### config.mk
export PLATFORM = sky130hd
export DESIGN_NAME = nco_qmod
export DESIGN_NICKNAME = d
export VERILOG_FILES = /design/src/rtl/nco_qmod_pkg.sv /design/src/rtl/nco_qmod_regs.sv /design/src/rtl/nco_qmod_phase.sv /design/src/rtl/nco_qmod_trig.sv /design/src/rtl/nco_qmod_mixer.sv /design/src/rtl/nco_qmod.sv
export SDC_FILE = /design/constraint.sdc
export NUM_CORES = 2
export LEC_CHECK = 0
export CORE_UTILIZATION = 40
export CTS_BUF_LIST = sky130_fd_sc_hd__clkbuf_4 sky130_fd_sc_hd__clkbuf_8
export DETAILED_ROUTE_END_ITERATION = 10
export DONT_BUFFER_PORTS = 1
export SLEW_MARGIN = 0
export SYNTH_ARGS = -nofsm -noshare
export SYNTH_HDL_FRONTEND = slang
export SYNTH_SLANG_ARGS = --single-unit
### constraint.sdc
create_clock -name clk -period 14 [get_ports clk]
set_input_delay 2.8 -clock clk [delete_from_list [all_inputs] [get_ports clk]]
set_output_delay 2.8 -clock clk [all_outputs]
set_load 0.01 [all_outputs]
### src/rtl/nco_qmod_pkg.sv
package nco_qmod_pkg;
    localparam int CFG_AW = 3;
    localparam logic [CFG_AW-1:0] A_TUNE0 = 3'd0;
    localparam logic [CFG_AW-1:0] A_TUNE1 = 3'd1;
    localparam logic [CFG_AW-1:0] A_TUNE2 = 3'd2;
    localparam logic [CFG_AW-1:0] A_TUNE3 = 3'd3;
    localparam logic [CFG_AW-1:0] A_PHS0  = 3'd4;
    localparam logic [CFG_AW-1:0] A_PHS1  = 3'd5;
    localparam logic [CFG_AW-1:0] A_CTRL  = 3'd6;
    localparam int CB_INV = 0;
    localparam int CB_LP  = 1;
    localparam int CB_M3  = 2;
    localparam logic [31:0] TUNE_RESET = 32'h2666_6666;

    typedef struct packed {
        logic inv;
        logic lp;
        logic m3;
    } ctrl_t;
endpackage

### src/rtl/nco_qmod_regs.sv
module nco_qmod_regs
    import nco_qmod_pkg::*;
(
    input  logic              clk,
    input  logic              rst,
    input  logic              cfg_we,
    input  logic [CFG_AW-1:0] cfg_addr,
    input  logic [7:0]        cfg_wdata,
    output logic [31:0]       tune,
    output logic [15:0]       phase_off,
    output ctrl_t             ctrl
);
    typedef struct packed {
        logic [23:0] shadow;
        logic [31:0] tune;
        logic [15:0] phoff;
        ctrl_t       ctrl;
    } reg_st_t;

    reg_st_t st_d, st_q;

    always_comb begin
        st_d = st_q;
        if (cfg_we) begin
            case (cfg_addr)
                A_TUNE0: st_d.shadow[7:0]   = cfg_wdata;
                A_TUNE1: st_d.shadow[15:8]  = cfg_wdata;
                A_TUNE2: st_d.shadow[23:16] = cfg_wdata;
                A_TUNE3: st_d.tune          = {cfg_wdata, st_q.shadow};
                A_PHS0:  st_d.phoff[7:0]    = cfg_wdata;
                A_PHS1:  st_d.phoff[15:8]   = cfg_wdata;
                A_CTRL: begin
                    st_d.ctrl.inv = cfg_wdata[CB_INV];
                    st_d.ctrl.lp  = cfg_wdata[CB_LP];
                    st_d.ctrl.m3  = cfg_wdata[CB_M3];
                end
                default: ;
            endcase
        end
    end

    always_ff @(posedge clk) begin
        if (rst) begin
            st_q.shadow <= TUNE_RESET[23:0];
            st_q.tune   <= TUNE_RESET;
            st_q.phoff  <= '0;
            st_q.ctrl   <= '0;
        end else begin
            st_q <= st_d;
        end
    end

    assign tune      = st_q.tune;
    assign phase_off = st_q.phoff;
    assign ctrl      = st_q.ctrl;
endmodule

### src/rtl/nco_qmod_phase.sv
module nco_qmod_phase #(
    parameter int ACC_W   = 32,
    parameter int PH_W    = 16,
    parameter int IDX_W   = 10,
    parameter int LP_BITS = 5
) (
    input  logic             clk,
    input  logic             rst,
    input  logic             adv,
    input  logic             lp,
    input  logic [ACC_W-1:0] tune,
    input  logic [PH_W-1:0]  phase_off,
    output logic [IDX_W-1:0] idx,
    output logic [ACC_W-1:0] acc
);
    localparam int LOW_W   = ACC_W - LP_BITS;
    localparam int IDX_PAD = IDX_W - LP_BITS;

    typedef struct packed {
        logic [ACC_W-1:0] acc;
    } ph_st_t;

    ph_st_t st_d, st_q;
    logic [ACC_W-1:0]   step;
    logic [PH_W-1:0]    fine_sum;
    logic [LP_BITS-1:0] coarse_sum;

    always_comb begin
        step       = lp ? {tune[ACC_W-1 -: LP_BITS], {LOW_W{1'b0}}} : tune;
        st_d       = st_q;
        if (adv) st_d.acc = st_q.acc + step;
        fine_sum   = st_q.acc[ACC_W-1 -: PH_W] + phase_off;
        coarse_sum = st_q.acc[ACC_W-1 -: LP_BITS] + phase_off[PH_W-1 -: LP_BITS];
        idx        = lp ? {coarse_sum, {IDX_PAD{1'b0}}} : fine_sum[PH_W-1 -: IDX_W];
    end

    always_ff @(posedge clk) begin
        if (rst) st_q.acc <= '0;
        else     st_q     <= st_d;
    end

    assign acc = st_q.acc;
endmodule

### src/rtl/nco_qmod_trig.sv
module nco_qmod_trig #(
    parameter int IDX_W = 10,
    parameter int AMP_W = 12
) (
    input  logic [IDX_W-1:0]        idx,
    output logic signed [AMP_W-1:0] sin_v,
    output logic signed [AMP_W-1:0] cos_v
);
    localparam int     QA_W   = IDX_W - 2;
    localparam int     N      = 1 << QA_W;
    localparam longint FULL   = (64'sd1 << (AMP_W - 1)) - 1;
    localparam longint ONE    = 64'sd1 << 30;
    localparam longint PI_Q30 = 64'sd3373259426;

    // sin(pi/2 * (i + 0.5) / N) scaled to FULL, Taylor series in Q30
    function automatic longint sin_q(input int i);
        longint x, term, sum;
        x    = (PI_Q30 * longint'(2 * i + 1)) / longint'(4 * N);
        term = x;
        sum  = x;
        for (int k = 1; k <= 6; k++) begin
            term = -((term * x) / ONE);
            term = (term * x) / ONE;
            term = term / longint'((2 * k) * (2 * k + 1));
            sum  = sum + term;
        end
        return (sum * FULL + ONE / 2) / ONE;
    endfunction

    logic [AMP_W-2:0] rom [N];

    for (genvar g = 0; g < N; g++) begin : g_rom
        localparam longint VAL = sin_q(g);
        assign rom[g] = (AMP_W-1)'(VAL);
    end

    logic [IDX_W-1:0]        cidx;
    logic [QA_W-1:0]         sa, ca;
    logic signed [AMP_W-1:0] smag, cmag;

    always_comb begin
        cidx  = idx + IDX_W'(N);
        sa    = idx[IDX_W-2]  ? ~idx[QA_W-1:0]  : idx[QA_W-1:0];
        ca    = cidx[IDX_W-2] ? ~cidx[QA_W-1:0] : cidx[QA_W-1:0];
        smag  = {1'b0, rom[sa]};
        cmag  = {1'b0, rom[ca]};
        sin_v = idx[IDX_W-1]  ? -smag : smag;
        cos_v = cidx[IDX_W-1] ? -cmag : cmag;
    end
endmodule

### src/rtl/nco_qmod_mixer.sv
module nco_qmod_mixer #(
    parameter int DATA_W = 14,
    parameter int AMP_W  = 12
) (
    input  logic                     clk,
    input  logic                     rst,
    input  logic                     in_valid,
    input  logic signed [DATA_W-1:0] i_in,
    input  logic signed [DATA_W-1:0] q_in,
    input  logic signed [AMP_W-1:0]  sin_v,
    input  logic signed [AMP_W-1:0]  cos_v,
    input  logic                     inv,
    input  logic                     m3,
    output logic                     out_valid,
    output logic signed [DATA_W-1:0] out_sample
);
    localparam int PROD_W = DATA_W + AMP_W;
    localparam int SUM_W  = PROD_W + 1;
    localparam int SC_W   = SUM_W + 10;
    localparam int SH     = (AMP_W - 1) + 8;
    localparam logic signed [SC_W-1:0] HALF = {{(SC_W-SH){1'b0}}, 1'b1, {(SH-1){1'b0}}};
    localparam logic signed [SC_W-1:0] MAXV = SC_W'((1 << (DATA_W - 1)) - 1);
    localparam logic signed [SC_W-1:0] MINV = SC_W'(-(1 << (DATA_W - 1)));

    typedef struct packed {
        logic                     v1;
        logic signed [DATA_W-1:0] i;
        logic signed [DATA_W-1:0] q;
        logic signed [AMP_W-1:0]  s;
        logic signed [AMP_W-1:0]  c;
        logic                     inv;
        logic                     m3;
        logic                     v2;
        logic signed [DATA_W-1:0] y;
    } mx_st_t;

    mx_st_t st_d, st_q;
    logic signed [PROD_W-1:0] p_i, p_q;
    logic signed [SUM_W-1:0]  sum;
    logic signed [9:0]        gain;
    logic signed [SC_W-1:0]   scaled, shifted;

    always_comb begin
        st_d     = st_q;
        st_d.v1  = in_valid;
        st_d.i   = i_in;
        st_d.q   = q_in;
        st_d.s   = sin_v;
        st_d.c   = cos_v;
        st_d.inv = inv;
        st_d.m3  = m3;

        p_i     = st_q.i * st_q.c;
        p_q     = st_q.q * st_q.s;
        sum     = st_q.inv ? ({p_i[PROD_W-1], p_i} + {p_q[PROD_W-1], p_q})
                           : ({p_i[PROD_W-1], p_i} - {p_q[PROD_W-1], p_q});
        gain    = st_q.m3 ? 10'sd181 : 10'sd256;
        scaled  = sum * gain;
        shifted = (scaled + HALF) >>> SH;
        st_d.v2 = st_q.v1;
        if (shifted > MAXV)      st_d.y = MAXV[DATA_W-1:0];
        else if (shifted < MINV) st_d.y = MINV[DATA_W-1:0];
        else                     st_d.y = shifted[DATA_W-1:0];
    end

    always_ff @(posedge clk) begin
        if (rst) st_q <= '0;
        else     st_q <= st_d;
    end

    assign out_valid  = st_q.v2;
    assign out_sample = st_q.y;
endmodule

### src/rtl/nco_qmod.sv
module nco_qmod
    import nco_qmod_pkg::*;
#(
    parameter int DATA_W  = 14,
    parameter int AMP_W   = 12,
    parameter int IDX_W   = 10,
    parameter int LP_BITS = 5
) (
    input  logic                     clk,
    input  logic                     rst,
    input  logic                     cfg_we,
    input  logic [2:0]               cfg_addr,
    input  logic [7:0]               cfg_wdata,
    input  logic                     in_valid,
    input  logic signed [DATA_W-1:0] i_in,
    input  logic signed [DATA_W-1:0] q_in,
    output logic                     out_valid,
    output logic signed [DATA_W-1:0] out_sample
);
    localparam int ACC_W = 32;
    localparam int PH_W  = 16;

    logic [ACC_W-1:0]        tune;
    logic [PH_W-1:0]         phase_off;
    ctrl_t                   ctrl;
    logic [IDX_W-1:0]        idx;
    logic [ACC_W-1:0]        acc;
    logic signed [AMP_W-1:0] sin_v, cos_v;

    nco_qmod_regs u_regs (
        .clk       (clk),
        .rst       (rst),
        .cfg_we    (cfg_we),
        .cfg_addr  (cfg_addr),
        .cfg_wdata (cfg_wdata),
        .tune      (tune),
        .phase_off (phase_off),
        .ctrl      (ctrl)
    );

    nco_qmod_phase #(
        .ACC_W   (ACC_W),
        .PH_W    (PH_W),
        .IDX_W   (IDX_W),
        .LP_BITS (LP_BITS)
    ) u_phase (
        .clk       (clk),
        .rst       (rst),
        .adv       (in_valid),
        .lp        (ctrl.lp),
        .tune      (tune),
        .phase_off (phase_off),
        .idx       (idx),
        .acc       (acc)
    );

    nco_qmod_trig #(
        .IDX_W (IDX_W),
        .AMP_W (AMP_W)
    ) u_trig (
        .idx   (idx),
        .sin_v (sin_v),
        .cos_v (cos_v)
    );

    nco_qmod_mixer #(
        .DATA_W (DATA_W),
        .AMP_W  (AMP_W)
    ) u_mixer (
        .clk        (clk),
        .rst        (rst),
        .in_valid   (in_valid),
        .i_in       (i_in),
        .q_in       (q_in),
        .sin_v      (sin_v),
        .cos_v      (cos_v),
        .inv        (ctrl.inv),
        .m3         (ctrl.m3),
        .out_valid  (out_valid),
        .out_sample (out_sample)
    );
endmodule

==> flow_metrics.env <==
export IMPL_vias_per_cell=6.01
export IMPL_reg2reg_depth=48
export IMPL_cp_depth=48
export IMPL_end_kind="flop"
export IMPL_startpoint="u_mixer.st_q[46]"
export IMPL_synth_area_per_cell_um2=8.05
export IMPL_overflow=0
export IMPL_tritoncts="done"
export IMPL_drc=0
export IMPL_numCtsBuffers=17
export IMPL_ys_seq_elements=177
export IMPL_regToRegEndpoint="u_mixer.out_sample[12]"
export IMPL_ioPinCount=58
export IMPL_fin_skew_ns=0.0406
export IMPL_tns_ns=0
export IMPL_async_flop_share_pct=0
export IMPL_cp_max_fo=13
export IMPL_dp_hpwl_um=94300
export IMPL_floorplan_die_area_um2=89100
export IMPL_seq_area_frac_synth_pct=10.1
export IMPL_hp_start="u_regs.st_q[74]"
export IMPL_postRouteAntennaNets=0
export IMPL_cts_root_buf="clkbuf_8"
export IMPL_globalRouteTotalUtil_pct=28.3
export IMPL_r2r_start="u_mixer.st_q[46]"
export IMPL_path_buf_inv=7
export IMPL_rows=108
export IMPL_post_route_period_util_pct=93.0
export IMPL_first_iter_violations=3326
export IMPL_ys_flop_type="dfxtp_1"
export IMPL_port_buffers=0
export IMPL_grt_pass1_vias=31815
export IMPL_whs_endpoint="u_regs.tune[23]"
export IMPL_cp_common_cell="fa_1"
export IMPL_synth_top_area_cell="fa_1"
export IMPL_cp_start_kind="flop"
export IMPL_cts_max_path_buffers=2
export IMPL_area_growth_pct=3.84
export IMPL_place_congestion=1.04
export IMPL_clk_pin_slew_ns=0.15
export IMPL_syn_inst=4371
export IMPL_hp_class="flop to flop"
export IMPL_antenna_found_initial=7
export IMPL_drt_pre_antenna_iters=6
export IMPL_routedWlPerCell_um=23.6
export IMPL_drive_gt1_share_pct=5.06
export IMPL_nets=4999
export IMPL_h_tree_depth=4
export IMPL_tightest_slew_ns=1.37
export IMPL_critPathSlowestCell="or4b_2"
export IMPL_slew_violations=0
export IMPL_rsz0062_at_grt="no"
export IMPL_setup_viol=0
export IMPL_die_w_um=299
export IMPL_grt_pass1_wl_um=193000
export IMPL_r2r_setup_slack_ns=0.98
export IMPL_critical_path_class="flop to flop"
export IMPL_clock_sinks=177
export IMPL_die_h_um=299
export IMPL_netlist_area_um2=35200
export IMPL_core_area_um2=86900
export IMPL_yosys_top_cells_area="fa_1, ha_1, dfxtp_1"
export IMPL_worstPathRequired_ns=14.43
export IMPL_status="finished clean"
export IMPL_max_freq_mhz=76.8
export IMPL_synth_common_cells="inv_1, nand2_1, fa_1"
export IMPL_cpPeakStageDelay_ns=0.70
export IMPL_vias=32249
export IMPL_synth_most_common_cell="inv_1"
export IMPL_maxCapViolCount=0
export IMPL_hold_depth=2
export IMPL_synth_nets=5174
export IMPL_drt_total_wl_um=127000
export IMPL_min_period_ns=13.02
export IMPL_synth_edf_count=0
export IMPL_timing_max_slew_rel_slack_pct=7.30
export IMPL_grt_max_degree=171
export IMPL_post_cts_buffers=0
export IMPL_clk_latency_ns=0.60
export IMPL_path_delay_family="adder cells"
export IMPL_synth_warnings=0
export IMPL_synth_distinct_cells=111
export IMPL_worstPathArrival_ns=13.45
export IMPL_synth_top_area_share_pct=22.9
export IMPL_hold_viol=0
export IMPL_start_util_pct=40.5
[metrics by stage]
step                      hold slack (ns)  cell area [µm²]  util, %  setup slack (ns)  instances
final                               0.438            36500     42.0             0.984       5369
after global routing                0.471            36500     42.0            0.0139       5366
after CTS                           0.444            36500     42.0             0.924       5364
after detailed placement            0.443            36100     41.5              1.02       5332
after global placement              0.441            36100     41.5              1.31       5332
after floorplan                     0.414            35200        -              1.82       4371
[registers in the layout, summed over array words and instances, names as in the netlist]
register            flops
u_regs.tune            32
u_mixer.st_d            1
u_regs.ctrl             3
u_mixer.out_sample     14
u_mixer.st_q           54
u_regs.phase_off       16
u_regs.st_q            24
u_phase.acc            32
u_mixer.out_valid       1
[worst max-delay path by stage]
stage,end,slack (ns)
floorplan,u_mixer.out_sample[10],1.82
global placement,u_mixer.out_sample[1],1.31
detailed placement,u_mixer.out_sample[12],1.02
CTS,u_mixer.out_sample[12],0.92
global route,u_mixer.out_sample[12],0.01
finish,u_mixer.out_sample[12],0.98
[cell type report]
| cell class | instances | area [µm²] |
|---|---|---|
| Fill cell | 8790 | 50400 |
| Antenna cell | 5 | 12.5 |
| Multi-Input combinational cell | 3394 | 28500 |
| Tap cell | 1155 | 1450 |
| Inverter | 523 | 1960 |
| Clock inverter | 15 | 210 |
| Sequential cell | 177 | 3550 |
| Clock buffer | 17 | 234 |
| Timing Repair Buffer | 83 | 623 |
[metal layers]
layer  routed length (µm)  vias up  GRT usage (%)
met5                  140        -          0.741
met4                 7530        8           15.0
met3                12000      489           7.30
met2                55900     1668           44.1
met1                51000    15517           35.7
li1                     -    14567              -
[cells by family after synthesis]
| family | after synthesis | share of synthesized area, % |
|---|---|---|
| compound gates | 1012 | 19.8 |
| xor+xnor | 175 | 4.44 |
| fa+ha+maj | 760 | 35.6 |
| buf+inv | 800 | 9.15 |
| flops | 177 | 10.1 |
| mux | 66 | 1.91 |
| other cells | 2 | 0.0214 |
| simple gates | 1379 | 18.9 |
[tightest hold or removal path: cells and delay by family (launching register included)]
family / cells / cell delay [ns]
AND/OR/NAND/NOR: 1 / 0.05
flip-flops: 1 / 0.33
AO/OA/AOI/OAI: 1 / 0.05
[placed cells by master, fill, tap and decap left out, types with 122 or more instances in the layout]
cell | synthesis | routed
inv_1 | 514 | 514
o21ai_0 | 165 | 165
fa_1 | 403 | 403
and2_1 | 138 | 138
xnor2_1 | 124 | 122
a21oi_1 | 255 | 255
dfxtp_1 | 177 | 173
ha_1 | 357 | 357
nand2_1 | 510 | 510
nor2_1 | 276 | 275
[what timing repair did]
item | 4_1_cts | 5_1_grt
hold buffers | 0 | 0
endpoints found under the setup margin | 0 | 5
gates resized for setup | 0 | 3
Power is left out: the tool's default activity adds up to more than one toggle a clock period on the data nets, which glitch-free logic cannot reach.
